`src/rtl/bsc_pkg.sv`:
```
package bsc_pkg;

    localparam logic [31:0] SYNC_PATTERN = 32'hAA99_5566;
    localparam logic [2:0]  PKT_T1       = 3'd1;
    localparam logic [2:0]  PKT_T2       = 3'd2;
    localparam logic [1:0]  OPC_WRITE    = 2'd2;
    localparam logic [4:0]  REG_FRAME_IN = 5'd2;

    typedef enum logic [1:0] {
        CLS_UNKNOWN = 2'd0,
        CLS_FULL    = 2'd1,
        CLS_PARTIAL = 2'd2
    } cls_e;

    typedef enum logic [2:0] {
        ST_HUNT    = 3'd0,
        ST_SCAN    = 3'd1,
        ST_T2_NEXT = 3'd2,
        ST_LEN_HI  = 3'd3,
        ST_LEN_LO  = 3'd4,
        ST_HOLD    = 3'd5
    } scan_st_e;

    typedef struct packed {
        logic        t1_frame;
        logic [10:0] t1_count;
        logic        is_t2;
        logic [26:0] t2_count;
    } hdr_info_t;

endpackage

```
`src/rtl/bsc_sync_match.sv`:
```
module bsc_sync_match
    import bsc_pkg::*;
(
    input  logic       clk,
    input  logic       rst_n,
    input  logic       clear,
    input  logic       enable,
    input  logic       wide,
    input  logic       in_valid,
    input  logic [7:0] in_byte,
    output logic       hit
);

    logic [23:0] hist_q;
    logic [31:0] window;

    always_ff @(posedge clk) begin
        if (!rst_n) begin
            hist_q <= '0;
        end else if (clear) begin
            hist_q <= '0;
        end else if (in_valid) begin
            hist_q <= {hist_q[15:0], in_byte};
        end
    end

    always_comb begin
        window = {hist_q, in_byte};
        if (wide) begin
            hit = in_valid && enable && (window == SYNC_PATTERN);
        end else begin
            hit = in_valid && enable && (window[15:0] == SYNC_PATTERN[31:16]);
        end
    end

endmodule

```
`src/rtl/bsc_word_pack.sv`:
```
module bsc_word_pack (
    input  logic        clk,
    input  logic        rst_n,
    input  logic        active,
    input  logic        wide,
    input  logic        in_valid,
    input  logic [7:0]  in_byte,
    output logic        word_vld,
    output logic [31:0] word
);

    logic [23:0] sh_q;
    logic [1:0]  phase_q;
    logic [1:0]  last_phase;

    assign last_phase = wide ? 2'd3 : 2'd1;

    always_ff @(posedge clk) begin
        if (!rst_n) begin
            sh_q    <= '0;
            phase_q <= '0;
        end else begin
            if (in_valid) begin
                sh_q <= {sh_q[15:0], in_byte};
            end
            if (!active) begin
                phase_q <= '0;
            end else if (in_valid) begin
                phase_q <= (phase_q == last_phase) ? 2'd0 : phase_q + 2'd1;
            end
        end
    end

    always_comb begin
        word_vld = active && in_valid && (phase_q == last_phase);
        if (wide) begin
            word = {sh_q, in_byte};
        end else begin
            word = {16'h0000, sh_q[7:0], in_byte};
        end
    end

    // a narrow stream never reaches the upper byte phases
    p_phase_range_r3: assert property (@(posedge clk) disable iff (!rst_n)
        (!wide && active) |-> (phase_q <= 2'd1));

endmodule

```
`src/rtl/bsc_hdr_decode.sv`:
```
module bsc_hdr_decode
    import bsc_pkg::*;
(
    input  logic        wide,
    input  logic [31:0] word,
    output hdr_info_t   info
);

    always_comb begin
        info.t1_frame = wide
                     && (word[31:29] == PKT_T1)
                     && (word[28:27] == OPC_WRITE)
                     && (word[17:13] == REG_FRAME_IN);
        info.t1_count = word[10:0];
        info.is_t2    = wide ? (word[31:29] == PKT_T2) : (word[15:13] == PKT_T2);
        info.t2_count = word[26:0];
    end

endmodule

```
`src/rtl/bitstream_mode_detect.sv`:
```
module bitstream_mode_detect
    import bsc_pkg::*;
#(
    parameter int SIZE_W = 32,
    parameter int OFF_W  = 16
) (
    input  logic              clk,
    input  logic              rst_n,
    input  logic              family_wide,
    input  logic [SIZE_W-1:0] full_size_bytes,
    input  logic              in_valid,
    input  logic [7:0]        in_byte,
    input  logic              in_last,
    output logic [1:0]        mode_o,
    output logic [SIZE_W-1:0] payload_bytes_o,
    output logic [OFF_W-1:0]  sync_offset_o,
    output logic              done_o
);

    localparam logic [OFF_W-1:0] BACK_WIDE   = OFF_W'(3);
    localparam logic [OFF_W-1:0] BACK_NARROW = OFF_W'(1);

    scan_st_e          st_q, st_nx, scan_st;
    logic [OFF_W-1:0]  pos_q, off_q, off_nx;
    logic [SIZE_W-1:0] cnt_q, cnt_nx, scan_cnt, bytes_fin;
    logic [15:0]       hi_q, hi_nx;
    logic              stream_end, sync_hit, word_vld;
    logic [31:0]       word;
    hdr_info_t         info;

    cls_e              fin_mode, mode_q;
    logic [SIZE_W-1:0] fin_bytes, bytes_q;
    logic [OFF_W-1:0]  fin_off, offo_q;
    logic              done_q;

    assign stream_end = in_valid && in_last;

    bsc_sync_match u_sync (
        .clk      (clk),
        .rst_n    (rst_n),
        .clear    (stream_end),
        .enable   (st_q == ST_HUNT),
        .wide     (family_wide),
        .in_valid (in_valid),
        .in_byte  (in_byte),
        .hit      (sync_hit)
    );

    bsc_word_pack u_pack (
        .clk      (clk),
        .rst_n    (rst_n),
        .active   (st_q != ST_HUNT),
        .wide     (family_wide),
        .in_valid (in_valid),
        .in_byte  (in_byte),
        .word_vld (word_vld),
        .word     (word)
    );

    bsc_hdr_decode u_dec (
        .wide (family_wide),
        .word (word),
        .info (info)
    );

    // Outcome of treating the current word as a fresh header candidate
    always_comb begin
        scan_st  = ST_SCAN;
        scan_cnt = cnt_q;
        if (family_wide) begin
            if (info.t1_frame) begin
                if (info.t1_count != 11'd0) begin
                    scan_st  = ST_HOLD;
                    scan_cnt = SIZE_W'(info.t1_count);
                end else begin
                    scan_st = ST_T2_NEXT;
                end
            end
        end else if (info.is_t2) begin
            scan_st = ST_LEN_HI;
        end
    end

    // Next-state logic
    always_comb begin
        st_nx  = st_q;
        cnt_nx = cnt_q;
        off_nx = off_q;
        hi_nx  = hi_q;
        unique case (st_q)
            ST_HUNT: begin
                if (sync_hit) begin
                    st_nx  = ST_SCAN;
                    off_nx = pos_q - (family_wide ? BACK_WIDE : BACK_NARROW);
                end
            end
            ST_SCAN: begin
                if (word_vld) begin
                    st_nx  = scan_st;
                    cnt_nx = scan_cnt;
                end
            end
            ST_T2_NEXT: begin
                if (word_vld) begin
                    if (info.is_t2) begin
                        st_nx  = ST_HOLD;
                        cnt_nx = SIZE_W'(info.t2_count);
                    end else begin
                        st_nx  = scan_st;
                        cnt_nx = scan_cnt;
                    end
                end
            end
            ST_LEN_HI: begin
                if (word_vld) begin
                    hi_nx = word[15:0];
                    st_nx = ST_LEN_LO;
                end
            end
            ST_LEN_LO: begin
                if (word_vld) begin
                    cnt_nx = SIZE_W'({hi_q, word[15:0]});
                    st_nx  = ST_HOLD;
                end
            end
            ST_HOLD: begin
                st_nx = ST_HOLD;
            end
            default: begin
                st_nx = ST_HUNT;
            end
        endcase
    end

    // Classification of the stream as it stands after the current byte
    always_comb begin
        bytes_fin = family_wide ? (cnt_nx << 2) : (cnt_nx << 1);
        if (st_nx == ST_HUNT) begin
            fin_mode  = CLS_UNKNOWN;
            fin_bytes = '0;
            fin_off   = '0;
        end else if ((st_nx == ST_HOLD) && (bytes_fin != '0)) begin
            fin_mode  = (bytes_fin == full_size_bytes) ? CLS_FULL : CLS_PARTIAL;
            fin_bytes = bytes_fin;
            fin_off   = off_nx;
        end else begin
            fin_mode  = CLS_FULL;
            fin_bytes = '0;
            fin_off   = off_nx;
        end
    end

    // State register
    always_ff @(posedge clk) begin
        if (!rst_n) begin
            st_q  <= ST_HUNT;
            pos_q <= '0;
            off_q <= '0;
            cnt_q <= '0;
            hi_q  <= '0;
        end else if (stream_end) begin
            st_q  <= ST_HUNT;
            pos_q <= '0;
            off_q <= '0;
            cnt_q <= '0;
            hi_q  <= '0;
        end else begin
            st_q  <= st_nx;
            off_q <= off_nx;
            cnt_q <= cnt_nx;
            hi_q  <= hi_nx;
            if (in_valid) begin
                pos_q <= pos_q + OFF_W'(1);
            end
        end
    end

    // Output register
    always_ff @(posedge clk) begin
        if (!rst_n) begin
            mode_q  <= CLS_UNKNOWN;
            bytes_q <= '0;
            offo_q  <= '0;
            done_q  <= 1'b0;
        end else begin
            done_q <= stream_end;
            if (stream_end) begin
                mode_q  <= fin_mode;
                bytes_q <= fin_bytes;
                offo_q  <= fin_off;
            end
        end
    end

    assign mode_o          = mode_q;
    assign payload_bytes_o = bytes_q;
    assign sync_offset_o   = offo_q;
    assign done_o          = done_q;

    // leaving the hunt state requires a sync match on the previous byte
    p_enter_scan_r1: assert property (@(posedge clk) disable iff (!rst_n)
        ((st_q != ST_HUNT) && ($past(st_q) == ST_HUNT)) |-> $past(sync_hit));

    // an unknown result carries no size and no offset
    p_unknown_clean_r8: assert property (@(posedge clk) disable iff (!rst_n)
        (done_o && (mode_o == CLS_UNKNOWN)) |-> ((payload_bytes_o == '0) && (sync_offset_o == '0)));

    // a partial result has a nonzero size different from the full size
    p_partial_size_r10: assert property (@(posedge clk) disable iff (!rst_n)
        (done_o && (mode_o == CLS_PARTIAL)) |-> ((payload_bytes_o != full_size_bytes) && (payload_bytes_o != '0)));

    // the strobe only follows a stream end
    p_done_after_end_r11: assert property (@(posedge clk) disable iff (!rst_n)
        done_o |-> $past(stream_end));

    // results hold unless a stream ends
    p_result_hold_r11: assert property (@(posedge clk) disable iff (!rst_n)
        !stream_end |=> ($stable(mode_o) && $stable(payload_bytes_o) && $stable(sync_offset_o)));

    // once a length is captured it stays until the stream ends
    p_first_header_r12: assert property (@(posedge clk) disable iff (!rst_n)
        ((st_q == ST_HOLD) && !stream_end) |=> ((st_q == ST_HOLD) && $stable(cnt_q)));

endmodule

```
`config.mk`:
```
export PLATFORM = sky130hd
export DESIGN_NAME = bitstream_mode_detect
export DESIGN_NICKNAME = d
export VERILOG_FILES = /design/src/rtl/bsc_pkg.sv /design/src/rtl/bsc_sync_match.sv /design/src/rtl/bsc_word_pack.sv /design/src/rtl/bsc_hdr_decode.sv /design/src/rtl/bitstream_mode_detect.sv
export SDC_FILE = /design/constraint.sdc
export NUM_CORES = 1
export LEC_CHECK = 0
export BUFFER_PORTS_ARGS = -buffer_cell sky130_fd_sc_hd__buf_2
export CORE_ASPECT_RATIO = 0.8
export CORE_MARGIN = 2
export CORE_UTILIZATION = 62
export CTS_CLUSTER_DIAMETER = 200
export DETAILED_ROUTE_END_ITERATION = 8
export GPL_ROUTABILITY_DRIVEN = 0
export PLACE_DENSITY = 0.85
export SYNTH_ARGS = -nofsm -noshare
export SYNTH_HDL_FRONTEND = slang
export SYNTH_HIERARCHICAL = 1
export SYNTH_SLANG_ARGS = --single-unit
```
`constraint.sdc`:
```
create_clock -name clk -period 12.14 [get_ports clk]
set_input_delay 1.821 -clock clk [delete_from_list [all_inputs] [get_ports clk]]
set_output_delay 1.821 -clock clk [all_outputs]
set_load 0.05 [all_outputs]
```
-- Word level (Yosys, flattened, before mapping)
Index checks and enable logic that the tools add are counted.
- register bits: 184
- bits in latches: 0
- RAM bits: 0
- memory bits (read-only): 0
- bits of input ports: 45
- memories kept: 0
- $add $sub $neg: 3
- multiply operators: 0
- div/mod/pow operators: 0
- order comparisons: 0
- equality and inequality tests: 18
- shift-type cells: 0
- mux-type cells: 34
- bitwise logic cells: 1
- reduce and logical (&&, ||, !) cells: 20
- operator list (kind ; number):
    $mux W32 ; 11
    $pmux W32 S3 ; 1
    $mux W16 ; 3
    $eq A32 B32 Y1 ; 1
    $eq A32 B32 Y1 const B ; 1
    $reduce_bool A32 Y1 ; 1
    $mux W3 ; 9
    $pmux W3 S6 ; 1
    $add A16 B1 Y16 const B ; 1
    $eq A16 B16 Y1 const B ; 1
    $sub A16 B2 Y16 ; 1
    $mux W2 ; 7
    $eq A3 B2 Y1 const B ; 4
    $reduce_bool A11 Y1 ; 1
    $logic_and A1 B1 Y1 ; 10
    $eq A3 B3 Y1 const B ; 3
    $eq A3 B1 Y1 const B ; 2
    $logic_not A3 Y1 ; 2
    $ne A2 B1 Y1 const B ; 3
    $reduce_bool A3 Y1 ; 2
    $eq A5 B2 Y1 const B ; 1
    $reduce_and A2 Y1 ; 2
    $reduce_and A4 Y1 ; 1
    $add A2 B1 Y2 const B ; 1
    5 further kinds ; 6

-- Depth between registers and ports, before layout
- word-level depth: 15
- depth in mapped cells: 22

-- By module
Netlist, hierarchy kept.
- modules (own cells, without submodules) (module ; instances ; cells an instance ; area an instance (um^2) ; sequential area each (um^2)):
    bitstream_mode_detect ; 1 ; 854 ; 7021.7 ; 2622.5
    bsc_word_pack ; 1 ; 121 ; 1255.0 ; 520.5
    bsc_sync_match ; 1 ; 100 ; 996.0 ; 480.5
    bsc_hdr_decode ; 1 ; 44 ; 340.3 ; 0.0

-- Least setup slack after synthesis
Ideal clock, no wire load.
- path type: input to register
- start point: in family_wide
- end point: reg bytes_q[17] (netlist: payload_bytes_o[17])
- library setup time: 0.117 ns
- data arrival time: 5.345 ns
- setup slack: 6.678 ns
- stages on the path: 16
- path buffers: 3
- cell sequence: clkbuf_1 > and2_1 > or4_4 > nor3_2 > nand2_1 > a31oi_2 > o31ai_2 > a221oi_2 > mux2i_1 > nor4_1 > nand4_1 > o211a_1 > and2_1 > buf_6 > buf_6 > a22o_1
- RTL lines (item ; RTL line ; RTL):
    start: declaration ; bitstream_mode_detect.sv:9 ; input logic family_wide,
    end signal: assignment ; bitstream_mode_detect.sv:189 ; bytes_q <= fin_bytes;
    end: declaration ; bitstream_mode_detect.sv:32 ; logic [SIZE_W-1:0] fin_bytes, bytes_q;

==> qor.txt <==
Synth top area share - 37.7%
Routed WL - 25.6 mm
PortBufs - 94
Async SR Flop Fraction - 0%
Num Clock Sinks - 181
WP data arrival - 7.15 ns
Leak - 0.00419 uW
Root Buffer - clkbuf_16
Cell Area, Synth - 9610 sq um
Hold Path Cell Cnt - 2
layout cells sized above 1 - 15.6%
gr usage total - 31.3%
H-Tree Depth - 4
WL per Instance - 19.1 um
peak supply drop - 0.109 mV
yosys warns - 6
switching part of the total power - 25.5%
Synth area leader - dfxtp_1
Worst-path clk slew - 0.07 ns
die width - 143 um
placed insts - 1308
clock skew - 0.0123 ns
Cell variety after synth - 86
CP max FO - 80
FF-to-FF path depth - 15
synthesis-to-finish area growth - 6.69%
CP Depth - 16
Sum Neg Setup Slack - 0 ns
Vias - 8499
first-pass GRT wire length - 40.4 mm
P_sw - 313 uW
post-cts sizing count - 0
Data required, critical path - 12.53 ns
GR Overflow Total - 0
Seq/Total Area, Yosys - 37.7%
CTS tree - done
FP Rows - 40
Syn Area/Cell - 8.59 sq um
ordered list of cells on the worst path - buf_2, buf_4, and2_1, nand4bb_1, o21ai_1, buf_4, nor4b_1, nor2_1, o21ai_2, a22oi_1, nand3_1, o21ai_0, nand4_1, o211a_1, and2_1, a32o_1
DR pass1 iterations - 6
PwrDens - 120 nW/um^2
DRC - 0
hold crit path type - reg2reg
CP Class - in2reg
FMAX - 0.148 GHz
sequential share of power - 49.4%
Setup Buffers After CTS - 0
internal power - 915 uW
die height - 115 um
status - finished clean
Post-Synthesis Cells - 1119
fin crit share - 55.7%
# IOs - 96
final hold vios - 0
ANT cells - 0
Post-DRT Antenna Nets - 0
First DRT Iteration DRCs - 1221
Setup Viol. Count Final - 0
Post-synth EDFFs - 0
Slowest cell on crit path - o21ai_2
Top FF cell, synth - dfxtp_1
largest buffer count on any clock path - 2
Via-to-Cell Ratio - 6.34
Starting Density - 63.8%
Final min period - 6.77 ns
CTS Hold Buffers Added - 0
Max-slew headroom - 18.2%
Worst Path Buf+Inv - 3
crit-path max cell delay - 0.97 ns
synthesized flop and latch total - 181
crit path capture type - flop
top cells by area, synth - dfxtp_1, mux2i_1, nor2_1
initial antenna violation count - 0
vias in the first global route - 7601
Setup WS post-layout - 5.37 ns
CTS buffer count - 17
Slew @ Worst Pin - 1.23 ns
CP startpoint kind - primary input
Core Area - 15100 sq um
DIE AREA - 16500 sq um
pin count of the biggest net entering global routing - 81
maxcap violations - 0
Clock Latency Late Sink - 0.45 ns
dpl hpwl - 17.4 mm
Worst Hold Margin - 0.451 ns
fin. max-slew vios - 0
Crit path max-delay family - simple AND/OR/NAND/NOR gates
Layout Nets - 1165
Synth Net Count - 1167
unrepaired setup endpoints after global routing - no
Comb power frac - 6.6%
Clk pwr share - 44.0%
non-filler cells, final - 1340
Place WS - 5.09 ns
-- stage by stage --
step / cell area (sq um) / total power [uW] / util, %
after floorplan: 9610 / 683 / -
after CTS: 10300 / 1230 / 68.1
after global routing: 10300 / 1260 / 68.1
final: 10300 / 1230 / 68.1
after global placement: 9680 / 696 / 64.2
after detailed placement: 9680 / 698 / 64.2
-- area by class of cell --
class                      instances  area (sq um)
clock inverter                    12           113
tap                              210           263
inverter                          13          48.8
timing repair buffer             108           576
fill                            1185          4810
clock buffer                      20           467
multi-input combinational        796          5170
sequential                       181          3620
-- cells by family after synthesis --
family | Yosys count | share of synthesized area, %
xor gates and xnor gates | 63 | 5.74
adders and majority gates | 3 | 0.469
buffers and inverters | 142 | 8.77
AOI/OAI and AO/OA | 251 | 18.7
other | 1 | 0.0390
muxes | 74 | 7.73
and+or+nand+nor | 404 | 20.9
DFF | 181 | 37.7
-- power by group through the flow --
stage	clock [uW]	combinational, uW	sequential, uW
final	540	81.0	607
after global routing	567	86.6	607
after CTS	544	79.1	606
after detailed placement	0	78.3	620
after global placement	0	76.4	620
after floorplan	0	67.0	617
-- routing by layer --
| metal | GRT usage, % | wire, um | part of all wire (%) |
|---|---|---|---|
| met5 | 0 | 0 | 0 |
| met2 | 46.3 | 11100 | 44 |
| met3 | 10.2 | 3120 | 12 |
| met1 | 42.8 | 10500 | 41 |
| met4 | 12.0 | 807 | 3.2 |
-- cells in the mapped netlist (all sizes together) (14+ instances only) --
master / number
a22oi: 14
and2: 30
a22o: 23
nor3: 16
mux2i: 72
dfxtp: 181
nand2: 109
nor2b: 28
a21oi: 81
clkbuf: 53
o21ai: 45
xnor2: 27
nor4: 14
xor2: 36
buf: 76
nor2: 124
nand3: 15
-- flip-flops by register name (all words and copies together) (netlist names) --
register	count
st_q	3
mode_o	2
hi_q	15
u_sync/hist_q	24
cnt_q	31
done_o	1
sync_offset_o	16
pos_q	16
off_q	16
u_pack/phase_q	2
payload_bytes_o	31
u_pack/sh_q	24
-- worst min-delay path: cells and delay by family, from the launching register on --
family	cells	cell delay [ns]
AOI/OAI and AO/OA	1	0.05
DFF	1	0.33
and+or+nand+nor	1	0.04
-- worst paths after layout --
path                                                      from  slack, ns                          endpoint
worst max register to register              st_q[0]$_SDFF_PP0_       6.51  payload_bytes_o[13]$_SDFFE_PN0P_
worst min-delay path            sync_offset_o[15]$_SDFFE_PN0P_       0.45    sync_offset_o[15]$_SDFFE_PN0P_
worst max-delay path                               family_wide       5.37  payload_bytes_o[13]$_SDFFE_PN0P_
worst min register to register  sync_offset_o[15]$_SDFFE_PN0P_       0.45    sync_offset_o[15]$_SDFFE_PN0P_
-- cell usage in the layout (no fill, tap or decap), types with 13 or more instances in the layout --
| cell type | count |
|---|---|
| a21oi_1 | 71 |
| a22o_1 | 23 |
| and2_1 | 29 |
| buf_2 | 94 |
| buf_4 | 14 |
| clkbuf_16 | 17 |
| dfxtp_1 | 181 |
| inv_1 | 13 |
| mux2i_1 | 72 |
| nand2_1 | 108 |
| nand3_1 | 15 |
| nor2_1 | 124 |
| nor2b_1 | 28 |
| nor3_1 | 14 |
| o21ai_0 | 40 |
| xnor2_1 | 27 |
| xor2_1 | 36 |
Note: power is estimated with default switching activity, not from simulation.
